===== src/rtl/leaky_integ_pkg.sv =====
package leaky_integ_pkg;

    typedef enum logic [1:0] {
        ST_EMPTY  = 2'd0,
        ST_TRACK  = 2'd1,
        ST_RAILED = 2'd2
    } integ_state_t;

endpackage


===== src/rtl/ofs_to_signed.sv =====
module ofs_to_signed #(
    parameter int CODE_W = 8
) (
    input  logic [CODE_W-1:0]        code_in,
    output logic signed [CODE_W-1:0] val_out
);
    // Offset binary to two's complement: flip the top bit only.
    always_comb begin
        val_out = $signed({~code_in[CODE_W-1], code_in[CODE_W-2:0]});
    end
endmodule


===== src/rtl/leak_sat_adder.sv =====
module leak_sat_adder #(
    parameter int ACC_W   = 16,
    parameter int CODE_W  = 8,
    parameter int LEAK_SH = 6
) (
    input  logic signed [ACC_W-1:0]  sum_in,
    input  logic signed [CODE_W-1:0] smp_in,
    output logic signed [ACC_W-1:0]  sum_out,
    output logic                     clamped
);
    localparam int EXT_W = ACC_W + 2;
    localparam logic signed [EXT_W-1:0] MAX_V = EXT_W'((2 ** (ACC_W - 1)) - 1);
    localparam logic signed [EXT_W-1:0] MIN_V = -EXT_W'(2 ** (ACC_W - 1));

    logic signed [EXT_W-1:0] sum_e;
    logic signed [EXT_W-1:0] smp_e;
    logic signed [EXT_W-1:0] leak_e;
    logic signed [EXT_W-1:0] raw_e;

    always_comb begin
        sum_e = {{2{sum_in[ACC_W-1]}}, sum_in};
        smp_e = {{(EXT_W-CODE_W){smp_in[CODE_W-1]}}, smp_in};
    end

    generate
        if (LEAK_SH == 0) begin : g_no_leak
            always_comb leak_e = '0;
        end else begin : g_leak
            always_comb leak_e = sum_e >>> LEAK_SH;
        end
    endgenerate

    always_comb begin
        raw_e   = sum_e + smp_e - leak_e;
        clamped = 1'b0;
        if (raw_e > MAX_V) begin
            sum_out = MAX_V[ACC_W-1:0];
            clamped = 1'b1;
        end else if (raw_e < MIN_V) begin
            sum_out = MIN_V[ACC_W-1:0];
            clamped = 1'b1;
        end else begin
            sum_out = raw_e[ACC_W-1:0];
        end
    end
endmodule


===== src/rtl/leaky_integrator.sv =====
module leaky_integrator
    import leaky_integ_pkg::*;
#(
    parameter int CODE_W  = 8,
    parameter int ACC_W   = 16,
    parameter int LEAK_SH = 6
) (
    input  logic              clk,
    input  logic              clr,
    input  logic              smp_vld,
    input  logic [CODE_W-1:0] adc_code,
    output logic [ACC_W-1:0]  acc_value,
    output logic [CODE_W-1:0] dac_code,
    output logic              sat_flag
);
    localparam int DAC_LSB = ACC_W - CODE_W;

    integ_state_t            state_q;
    integ_state_t            state_nx;
    logic signed [CODE_W-1:0] smp_s;
    logic signed [ACC_W-1:0]  sum_q;
    logic signed [ACC_W-1:0]  sum_nx;
    logic                     clamp_hit;

    ofs_to_signed #(.CODE_W(CODE_W)) u_map (
        .code_in (adc_code),
        .val_out (smp_s)
    );

    leak_sat_adder #(
        .ACC_W   (ACC_W),
        .CODE_W  (CODE_W),
        .LEAK_SH (LEAK_SH)
    ) u_add (
        .sum_in  (sum_q),
        .smp_in  (smp_s),
        .sum_out (sum_nx),
        .clamped (clamp_hit)
    );

    // State register
    always_ff @(posedge clk) begin
        if (clr) state_q <= ST_EMPTY;
        else     state_q <= state_nx;
    end

    // Transitions
    always_comb begin
        state_nx = state_q;
        unique case (state_q)
            ST_EMPTY:  if (smp_vld) state_nx = clamp_hit ? ST_RAILED : ST_TRACK;
            ST_TRACK:  if (smp_vld && clamp_hit) state_nx = ST_RAILED;
            ST_RAILED: state_nx = ST_RAILED;
            default:   state_nx = ST_EMPTY;
        endcase
    end

    // Accumulator register fed back through the adder
    always_ff @(posedge clk) begin
        if (clr)          sum_q <= '0;
        else if (smp_vld) sum_q <= sum_nx;
    end

    // Outputs
    always_comb begin
        acc_value = sum_q;
        dac_code  = {~sum_q[ACC_W-1], sum_q[ACC_W-2:DAC_LSB]};
        sat_flag  = (state_q == ST_RAILED);
    end
endmodule


===== config.mk =====
export PLATFORM = sky130hd
export DESIGN_NAME = leaky_integrator
export DESIGN_NICKNAME = d
export VERILOG_FILES = /design/src/rtl/leaky_integ_pkg.sv /design/src/rtl/ofs_to_signed.sv /design/src/rtl/leak_sat_adder.sv /design/src/rtl/leaky_integrator.sv
export SDC_FILE = /design/constraint.sdc
export NUM_CORES = 1
export LEC_CHECK = 0
export BUFFER_PORTS_ARGS = -buffer_cell sky130_fd_sc_hd__buf_4
export CORE_MARGIN = 2
export CORE_UTILIZATION = 25
export DETAILED_ROUTE_END_ITERATION = 10
export PLACE_DENSITY = 0.45
export SETUP_SLACK_MARGIN = 0.2
export SLEW_MARGIN = 0
export SYNTH_ARGS = -nofsm -noshare
export SYNTH_HDL_FRONTEND = slang
export SYNTH_SLANG_ARGS = --single-unit

===== constraint.sdc =====
create_clock -name clk -period 8.8 [get_ports clk]
set_input_delay 0.44 -clock clk [delete_from_list [all_inputs] [get_ports clk]]
set_output_delay 0.44 -clock clk [all_outputs]
set_load 0.005 [all_outputs]

# Yosys cells after proc, flatten, opt, wreduce, memory -nomap -nowiden
# Index checks and enable logic that the tools add are counted.
# totals
ff_bits	18
out_inout_bits	25
word_cells	23
# op_classes
reduce_logical	3
n_bitwise	2
n_eq_ne	4
n_lt_le_gt_ge	2
muxes	8
n_addsub	2
# op_table
op	n
two-way mux 16 bit	2
> comparator 18 x 16 -> 1 bit, second input constant	1
< comparator 18 x 16 -> 1 bit, second input constant	1
subtractor 17 x 10 -> 18 bit	1
adder 16 x 8 -> 17 bit	1
two-way mux 2 bit	3
one-hot mux 2 bit (3 select lines)	1
inequality test 2 bit, second input constant	2
equality test 2 x 1 -> 1 bit, second input constant	1
equality test 2 bit, second input constant	1
logical NOT 2 bit	1
two-way mux 1 bit	2
NOT 1 bit	2
AND reduction 2 bit	1
logical AND 1 bit	1

# Logic depth before layout (Yosys ltp)
# Gate-level depths: netlist (run 1).
# depth
depth_word	9
mapped_depth	15

# Hierarchy
# Synthesis (run 1) repeated with hierarchy kept, for this count alone.
# hier_totals
hier_cells	280
hier_area_um2	2342.2
# by_module_without_submodules
mod	instances	area_each_um2	cells_each
leak_sat_adder	1	1493.9	195
leaky_integrator	1	792.0	77
ofs_to_signed	1	56.3	8

# Least setup slack after synthesis (run 1)
# OpenSTA, ideal clock, no wires.
# synth_timing
kind	input port to flip-flop
start	input adc_code[1]
end	register sum_q[1], in the netlist acc_value[1]
arrival_time_ns	2.994
stages	13
setup_ns	0.081
path_buffers	1
setup_slack_ns	5.725
path_cell_list	inv_1 fa_1 inv_1 ha_1 a211o_1 a211oi_2 o21ai_1 a311o_1 o211ai_2 nor2_1 o21a_4 buf_6 a211oi_2
# synth_via
elab_chain_cells	5
# synth_lines
element	line_no	text
start: declaration	leaky_integrator.sv:11	input logic [CODE_W-1:0] adc_code,
adder 16 x 8 -> 17 bit (*)	leak_sat_adder.sv:34	raw_e = sum_e + smp_e - leak_e;
subtractor 17 x 10 -> 18 bit (*)	leak_sat_adder.sv:34	
< comparator 18 x 16 -> 1 bit	leak_sat_adder.sv:39	end else if (raw_e < MIN_V) begin
two-way mux 16 bit	leak_sat_adder.sv:39	
two-way mux 16 bit (*)	leak_sat_adder.sv:36	if (raw_e > MAX_V) begin
end signal: assignment	leaky_integrator.sv:61	else if (smp_vld) sum_q <= sum_nx;
end: declaration	leaky_integrator.sv:21	logic signed [ACC_W-1:0] sum_q;
# Every way passes the cells marked *; elsewhere a longest branch is shown, timed or not.
# A chain may end at the register's enable or synchronous reset.

# Worst setup path after layout (run 1)
# layout_timing
start	register sum_q[11], in the netlist acc_value[11]
end	register sum_q[10], in the netlist acc_value[10]
# layout_via
elab_chain_cells	5
# layout_lines
element	line_no
adder 16 x 8 -> 17 bit	leak_sat_adder.sv:34
subtractor 17 x 10 -> 18 bit (*)	leak_sat_adder.sv:34
< comparator 18 x 16 -> 1 bit	leak_sat_adder.sv:39
two-way mux 16 bit	leak_sat_adder.sv:39
two-way mux 16 bit (*)	leak_sat_adder.sv:36
# Marks and branches as above.

==> impl_metrics.env, run 1 <==
export IMPL_status="finished clean"
export IMPL_ios=36
export IMPL_clkSinkCount=18
export IMPL_grt_max_degree=23
export IMPL_routedWlPerCell_um=13.06
export IMPL_path_clk_slew_ns=0.08
export IMPL_clock_latency_ns=0.26
export IMPL_drive_gt1_frac=0.2153
export IMPL_fin_util=0.3041
export IMPL_hold_class="register to register"
export IMPL_drtIter0Drc=54
export IMPL_fin_crit_sh=0.3752
export IMPL_grt_pass1_wl_um=8956
export IMPL_synth_area_leaders="dfxtp_1 (17%), fa_1 (14%), ha_1 (12%)"
export IMPL_yosysWarningCount=0
export IMPL_gp_congestion=0.8294
export IMPL_die_w_um=97.19
export IMPL_layout_common_cells="inv_1 (55), buf_4 (35), nor2_1 (27)"
export IMPL_fin_crit_ns=3.301
export IMPL_hpwl_um=4071
export IMPL_cts_tree="yes"
export IMPL_start_kind="register"
export IMPL_nets=336
export IMPL_hp_start="acc_value[3]"
export IMPL_worstMarginPinSlew_ns=0.6451
export IMPL_die_h_um=97.19
export IMPL_fin_tns_setup_ns=0
export IMPL_drc=0
export IMPL_drv_cap=0
export IMPL_port_buffers=35
export IMPL_via_per_inst=4.476
export IMPL_crit_type="register to register"
export IMPL_postCtsResizedCells=0
export IMPL_syn_area_per_cell_um2=8.286
export IMPL_rsz0062_at_grt="no"
export IMPL_max_clock_freq_mhz=302.9
export IMPL_setup_viol=0
export IMPL_yosysUniqueCellTypes=44
export IMPL_h_tree_depth=1
export IMPL_detail_route_antenna_nets=0
export IMPL_synth_fp_nets=309
export IMPL_ctsHoldBuffers=0
export IMPL_min_to="acc_value[3]"
export IMPL_path_max_fanout=15
export IMPL_syn_inst=262
export IMPL_synth_edf_count=0
export IMPL_worstHoldPathCells=2
export IMPL_final_common_cell="inv_1"
export IMPL_async_reset_ff_frac=0
export IMPL_antenna_found_initial=0
export IMPL_synth_seq_area_share=0.1660
export IMPL_grt_overflow_total=0
export IMPL_syn_to_final_growth_pct=16.25
export IMPL_grt_usage=0.1153
export IMPL_finalHoldViolCount=0
export IMPL_final_max_slew_viol_count=0
export IMPL_core_area_um2=8299
export IMPL_antenna_cells=0
export IMPL_post_cts_buffers=0
export IMPL_crit_family="compound AO/OA/AOI/OAI gates"
export IMPL_vias=1759
export IMPL_reg2reg_from="acc_value[11]"
export IMPL_path_cells="fa_1 > inv_1 > ha_1 > a21o_1 > or3_4 > o2111ai_2 > a21oi_2 > a221oi_2 > a221o_2 > nand2_1 > a211oi_1"
export IMPL_die_area_um2=9445
export IMPL_reg2reg_to="acc_value[10]"
export IMPL_initial_core_util=0.2616
export IMPL_ys_seq_elements=18
export IMPL_clock_path_buffers=2
export IMPL_slowest_delay_ns=0.56
export IMPL_routed_wl_um=5134
export IMPL_fin_skew_ns=0.004326
export IMPL_synth_ff_type="dfxtp_1"
export IMPL_synth_area_um2=2171
export IMPL_synth_top_area_frac=0.1660
export IMPL_cts_root_buf="clkbuf_8"
export IMPL_cp_num_buf_inv=1
export IMPL_cp_slowest_cell="dfxtp_1"
export IMPL_cts_made_buffers=3
export IMPL_slew_headroom=0.5685
export IMPL_worst_r2r_cell_count=11
export IMPL_required_ns=8.97
export IMPL_end_kind="register"
export IMPL_grt_pass1_vias=1801
export IMPL_rows=33
export IMPL_dr_pass1_iters=4
export IMPL_synth_top_area_cell="dfxtp_1"
export IMPL_reg2reg_slack_ns=5.50
export IMPL_crit_arrival_ns=3.47
[layout make-up]
type	instances	area (um2)
Fill cell	923	5776
Tap cell	105	131.4
Inverter	55	206.4
Timing Repair Buffer	35	262.8
Multi-Input combinational cell	176	1508
Sequential cell	18	360.3
Clock buffer	4	55.05
[worst register-to-register path, delay by kind of cell (launching register included)]
kind	cells	cell delay (ns)
AOI/OAI and AO/OA	6	1.40
adders and majority gates	2	0.75
DFF	1	0.56
and+or+nand+nor	2	0.43
buffers and inverters	1	0.07
[metal layers]
layer,GRT usage,part of all wire,up-vias
met5,0,0,-
met4,0.02600,0.0072,0
met3,0.01799,0.033,4
met2,0.1838,0.45,31
met1,0.1641,0.50,821
li1,-,-,903
[flip-flops by register name, indices dropped and copies added, names as in the netlist]
signal / cells
acc_value: 16
state_q: 2
[logic make-up (layout without fill, tap and decap cells)]
group	after synthesis	in the layout	share of synthesized area
flops	18	18	0.1660
mux	1	1	0.004611
xor+xnor	14	14	0.05649
compound gates	64	64	0.2496
buf+inv	68	94	0.1395
fa+ha+maj	36	36	0.2594
simple gates	61	61	0.1245
[synth_stat cells (2+ instances only)]
library cell,number
ha_1,21
nor2_1,27
nand3_1,3
nand2b_1,6
a21oi_1,13
clkbuf_1,2
o211ai_1,3
buf_4,7
o21ai_0,5
xnor2_1,7
a21o_1,8
a211oi_1,3
xor2_1,7
a211oi_2,13
o21ai_1,2
dfxtp_1,18
buf_6,2
nand4_1,3
nand2_1,19
inv_1,55
fa_1,15
[worst max-delay path by stage]
stage	depth (start not counted)	to	slack, ns	from
2_1_floorplan	13	acc_value[1]	5.72	adc_code[1]
3_3_place_gp	13	acc_value[9]	5.44	adc_code[5]
3_5_place_dp	13	acc_value[2]	5.39	adc_code[5]
4_1_cts	11	acc_value[2]	5.46	acc_value[11]
5_1_grt	12	state_q[1]	5.25	acc_value[10]
6_report	11	acc_value[10]	5.50	acc_value[11]
[per-stage QoR]
step / setup WS, ns / hold WS [ns] / cell area (um2) / std cells
after global placement: 5.440 / 0.5327 / 2469 / 389
after CTS: 5.463 / 0.5411 / 2524 / 393
after global routing: 5.246 / 0.5521 / 2524 / 393
after floorplan: 5.725 / 0.5037 / 2171 / 262
after detailed placement: 5.389 / 0.5310 / 2469 / 389
final: 5.499 / 0.5342 / 2524 / 393
Power of run 1 is not shown: default switching activity piles up to over one toggle a cycle in this logic, so the estimate is an artifact.
==> run 2, diff against run 1 <==
==> constraint.sdc (replaced) <==
create_clock -name clk -period 3.46 [get_ports clk]
set_input_delay 0.173 -clock clk [delete_from_list [all_inputs] [get_ports clk]]
set_output_delay 0.173 -clock clk [all_outputs]
set_load 0.005 [all_outputs]
==> impl_metrics.env, run 2 (synthesized netlist as in run 1, its figures left out) <==
export IMPL_cts_root_buf="clkbuf_8"
export IMPL_cts_made_buffers=3
export IMPL_grt_usage=0.1191
export IMPL_dpl_cell_area_um2=2506
export IMPL_gp_congestion=0.8068
export IMPL_status="finished clean"
export IMPL_port_buffers=35
export IMPL_min_to="acc_value[13]"
export IMPL_cp_startpoint="acc_value[1]"
export IMPL_path_clk_slew_ns=0.08
export IMPL_crit_family="compound AO/OA/AOI/OAI gates"
export IMPL_setup_viol=0
export IMPL_via_per_inst=4.662
export IMPL_cp_num_buf_inv=2
export IMPL_fin_crit_ns=3.217
export IMPL_grt_max_degree=23
export IMPL_ios=36
export IMPL_dp_cells=394
export IMPL_fin_tns_setup_ns=0
export IMPL_hpwl_um=4276
export IMPL_largest_register_ffs=16
export IMPL_syn_to_final_growth_pct=27.55
export IMPL_drc=0
export IMPL_h_tree_depth=1
export IMPL_grt_pass1_wl_um=9163
export IMPL_clock_latency_ns=0.26
export IMPL_path_cells="inv_2 > fa_1 > inv_2 > ha_4 > a211o_1 > a211oi_4 > o21ai_2 > a311o_1 > o211ai_4 > nor2_4 > o21a_4 > a211oi_1"
export IMPL_reg2reg_to="acc_value[10]"
export IMPL_hp_start="clr"
export IMPL_clkSinkCount=18
export IMPL_die_h_um=97.19
export IMPL_layout_common_cells="inv_1 (53), buf_4 (41), nor2_1 (25)"
export IMPL_routedWlPerCell_um=14.27
export IMPL_finalHoldViolCount=0
export IMPL_start_kind="register"
export IMPL_dr_pass1_iters=4
export IMPL_crit_type="register to register"
export IMPL_drv_cap=0
export IMPL_fin_crit_sh=0.9297
export IMPL_end_kind="register"
export IMPL_worstHoldPathCells=2
export IMPL_final_max_slew_viol_count=0
export IMPL_worstMarginPinSlew_ns=0.3876
export IMPL_detail_route_antenna_nets=0
export IMPL_die_w_um=97.19
export IMPL_cp_slowest_cell="fa_1"
export IMPL_initial_core_util=0.2616
export IMPL_rows=33
export IMPL_fin_skew_ns=0.003778
export IMPL_final_common_cell="inv_1"
export IMPL_die_area_um2=9445
export IMPL_worst_r2r_cell_count=12
export IMPL_core_area_um2=8299
export IMPL_reg2reg_from="acc_value[1]"
export IMPL_stdcell_count=402
export IMPL_fin_area_um2=2769
export IMPL_drtIter0Drc=76
export IMPL_max_clock_freq_mhz=310.9
export IMPL_slowest_delay_ns=0.57
export IMPL_grt_overflow_total=0
export IMPL_slew_headroom=0.7389
export IMPL_grt_pass1_vias=1903
export IMPL_antenna_found_initial=0
export IMPL_cpMostUsedCell="inv_2"
export IMPL_path_max_fanout=8
export IMPL_crit_arrival_ns=3.39
export IMPL_ctsHoldBuffers=0
export IMPL_routed_wl_um=5735
export IMPL_reg2reg_slack_ns=0.24
export IMPL_vias=1874
export IMPL_clock_path_buffers=2
export IMPL_hold_class="primary input to register"
export IMPL_nets=345
export IMPL_rsz0062_at_grt="yes"
export IMPL_antenna_cells=0
export IMPL_cts_tree="yes"
export IMPL_drive_gt1_frac=0.3098
export IMPL_required_ns=3.63
-- run 2: cell count changes in the layout (fill, tap and decap cells not counted), sizes merged --
cell  before  now
buf       35   43
o21a       2    3
-- run 2: cell type report --
class                   count  area [um2]
well taps                 105       131.4
repair buffers             43       339.1
flip-flops and latches     18       365.4
multi-input cells         177        1672
fillers                   868        5530
clock buffers               4       55.05
inverters                  55       206.4
-- run 2: worst max-delay path by stage --
stage	slack, ns	endpoint	cells past startpoint
detailed placement	0.13	acc_value[2]	12
floorplan	0.49	acc_value[1]	13
global route	0.13	acc_value[14]	12
global placement	0.16	acc_value[2]	12
CTS	0.21	acc_value[14]	12
finish	0.24	acc_value[10]	12
-- run 2: worst reg2reg max path, cell delays in order (launching register included) --
cell and delay, ns:
dfxtp_2 0.35, inv_2 0.04, fa_1 0.57, inv_2 0.05
ha_4 0.21, a211o_1 0.35, a211oi_4 0.32, o21ai_2 0.13
a311o_1 0.40, o211ai_4 0.14, nor2_4 0.07, o21a_4 0.29
a211oi_1 0.20
-- run 2: timing repair --
item                       in CTS  in global routing
pin swaps                       1                 17
setup buffers                   1                  2
gates cloned                    0                  1
setup endpoints to repair      14                 17
gates resized for setup         0                 32
-- run 2: per-layer routing --
layer	GRT usage	vias up	part of all wire	routed length (um)
li1	-	932	-	-
met1	0.1628	903	0.50	2867
met2	0.1993	37	0.46	2634
met3	0.01727	2	0.035	203
met4	0.02600	0	0.0051	29
met5	0	-	0	0
-- run 2: stage by stage --
stage               utilization  hold WS, ns  worst slack (ns)
finish                   0.3336       0.3120            0.2432
global route             0.3336       0.3133            0.1304
CTS                      0.3110       0.2874            0.2050
detailed placement       0.3020       0.5311            0.1334
global placement         0.3020       0.5316            0.1643
floorplan                     -       0.4021            0.4908
Power of run 2 is left out for the same reason.
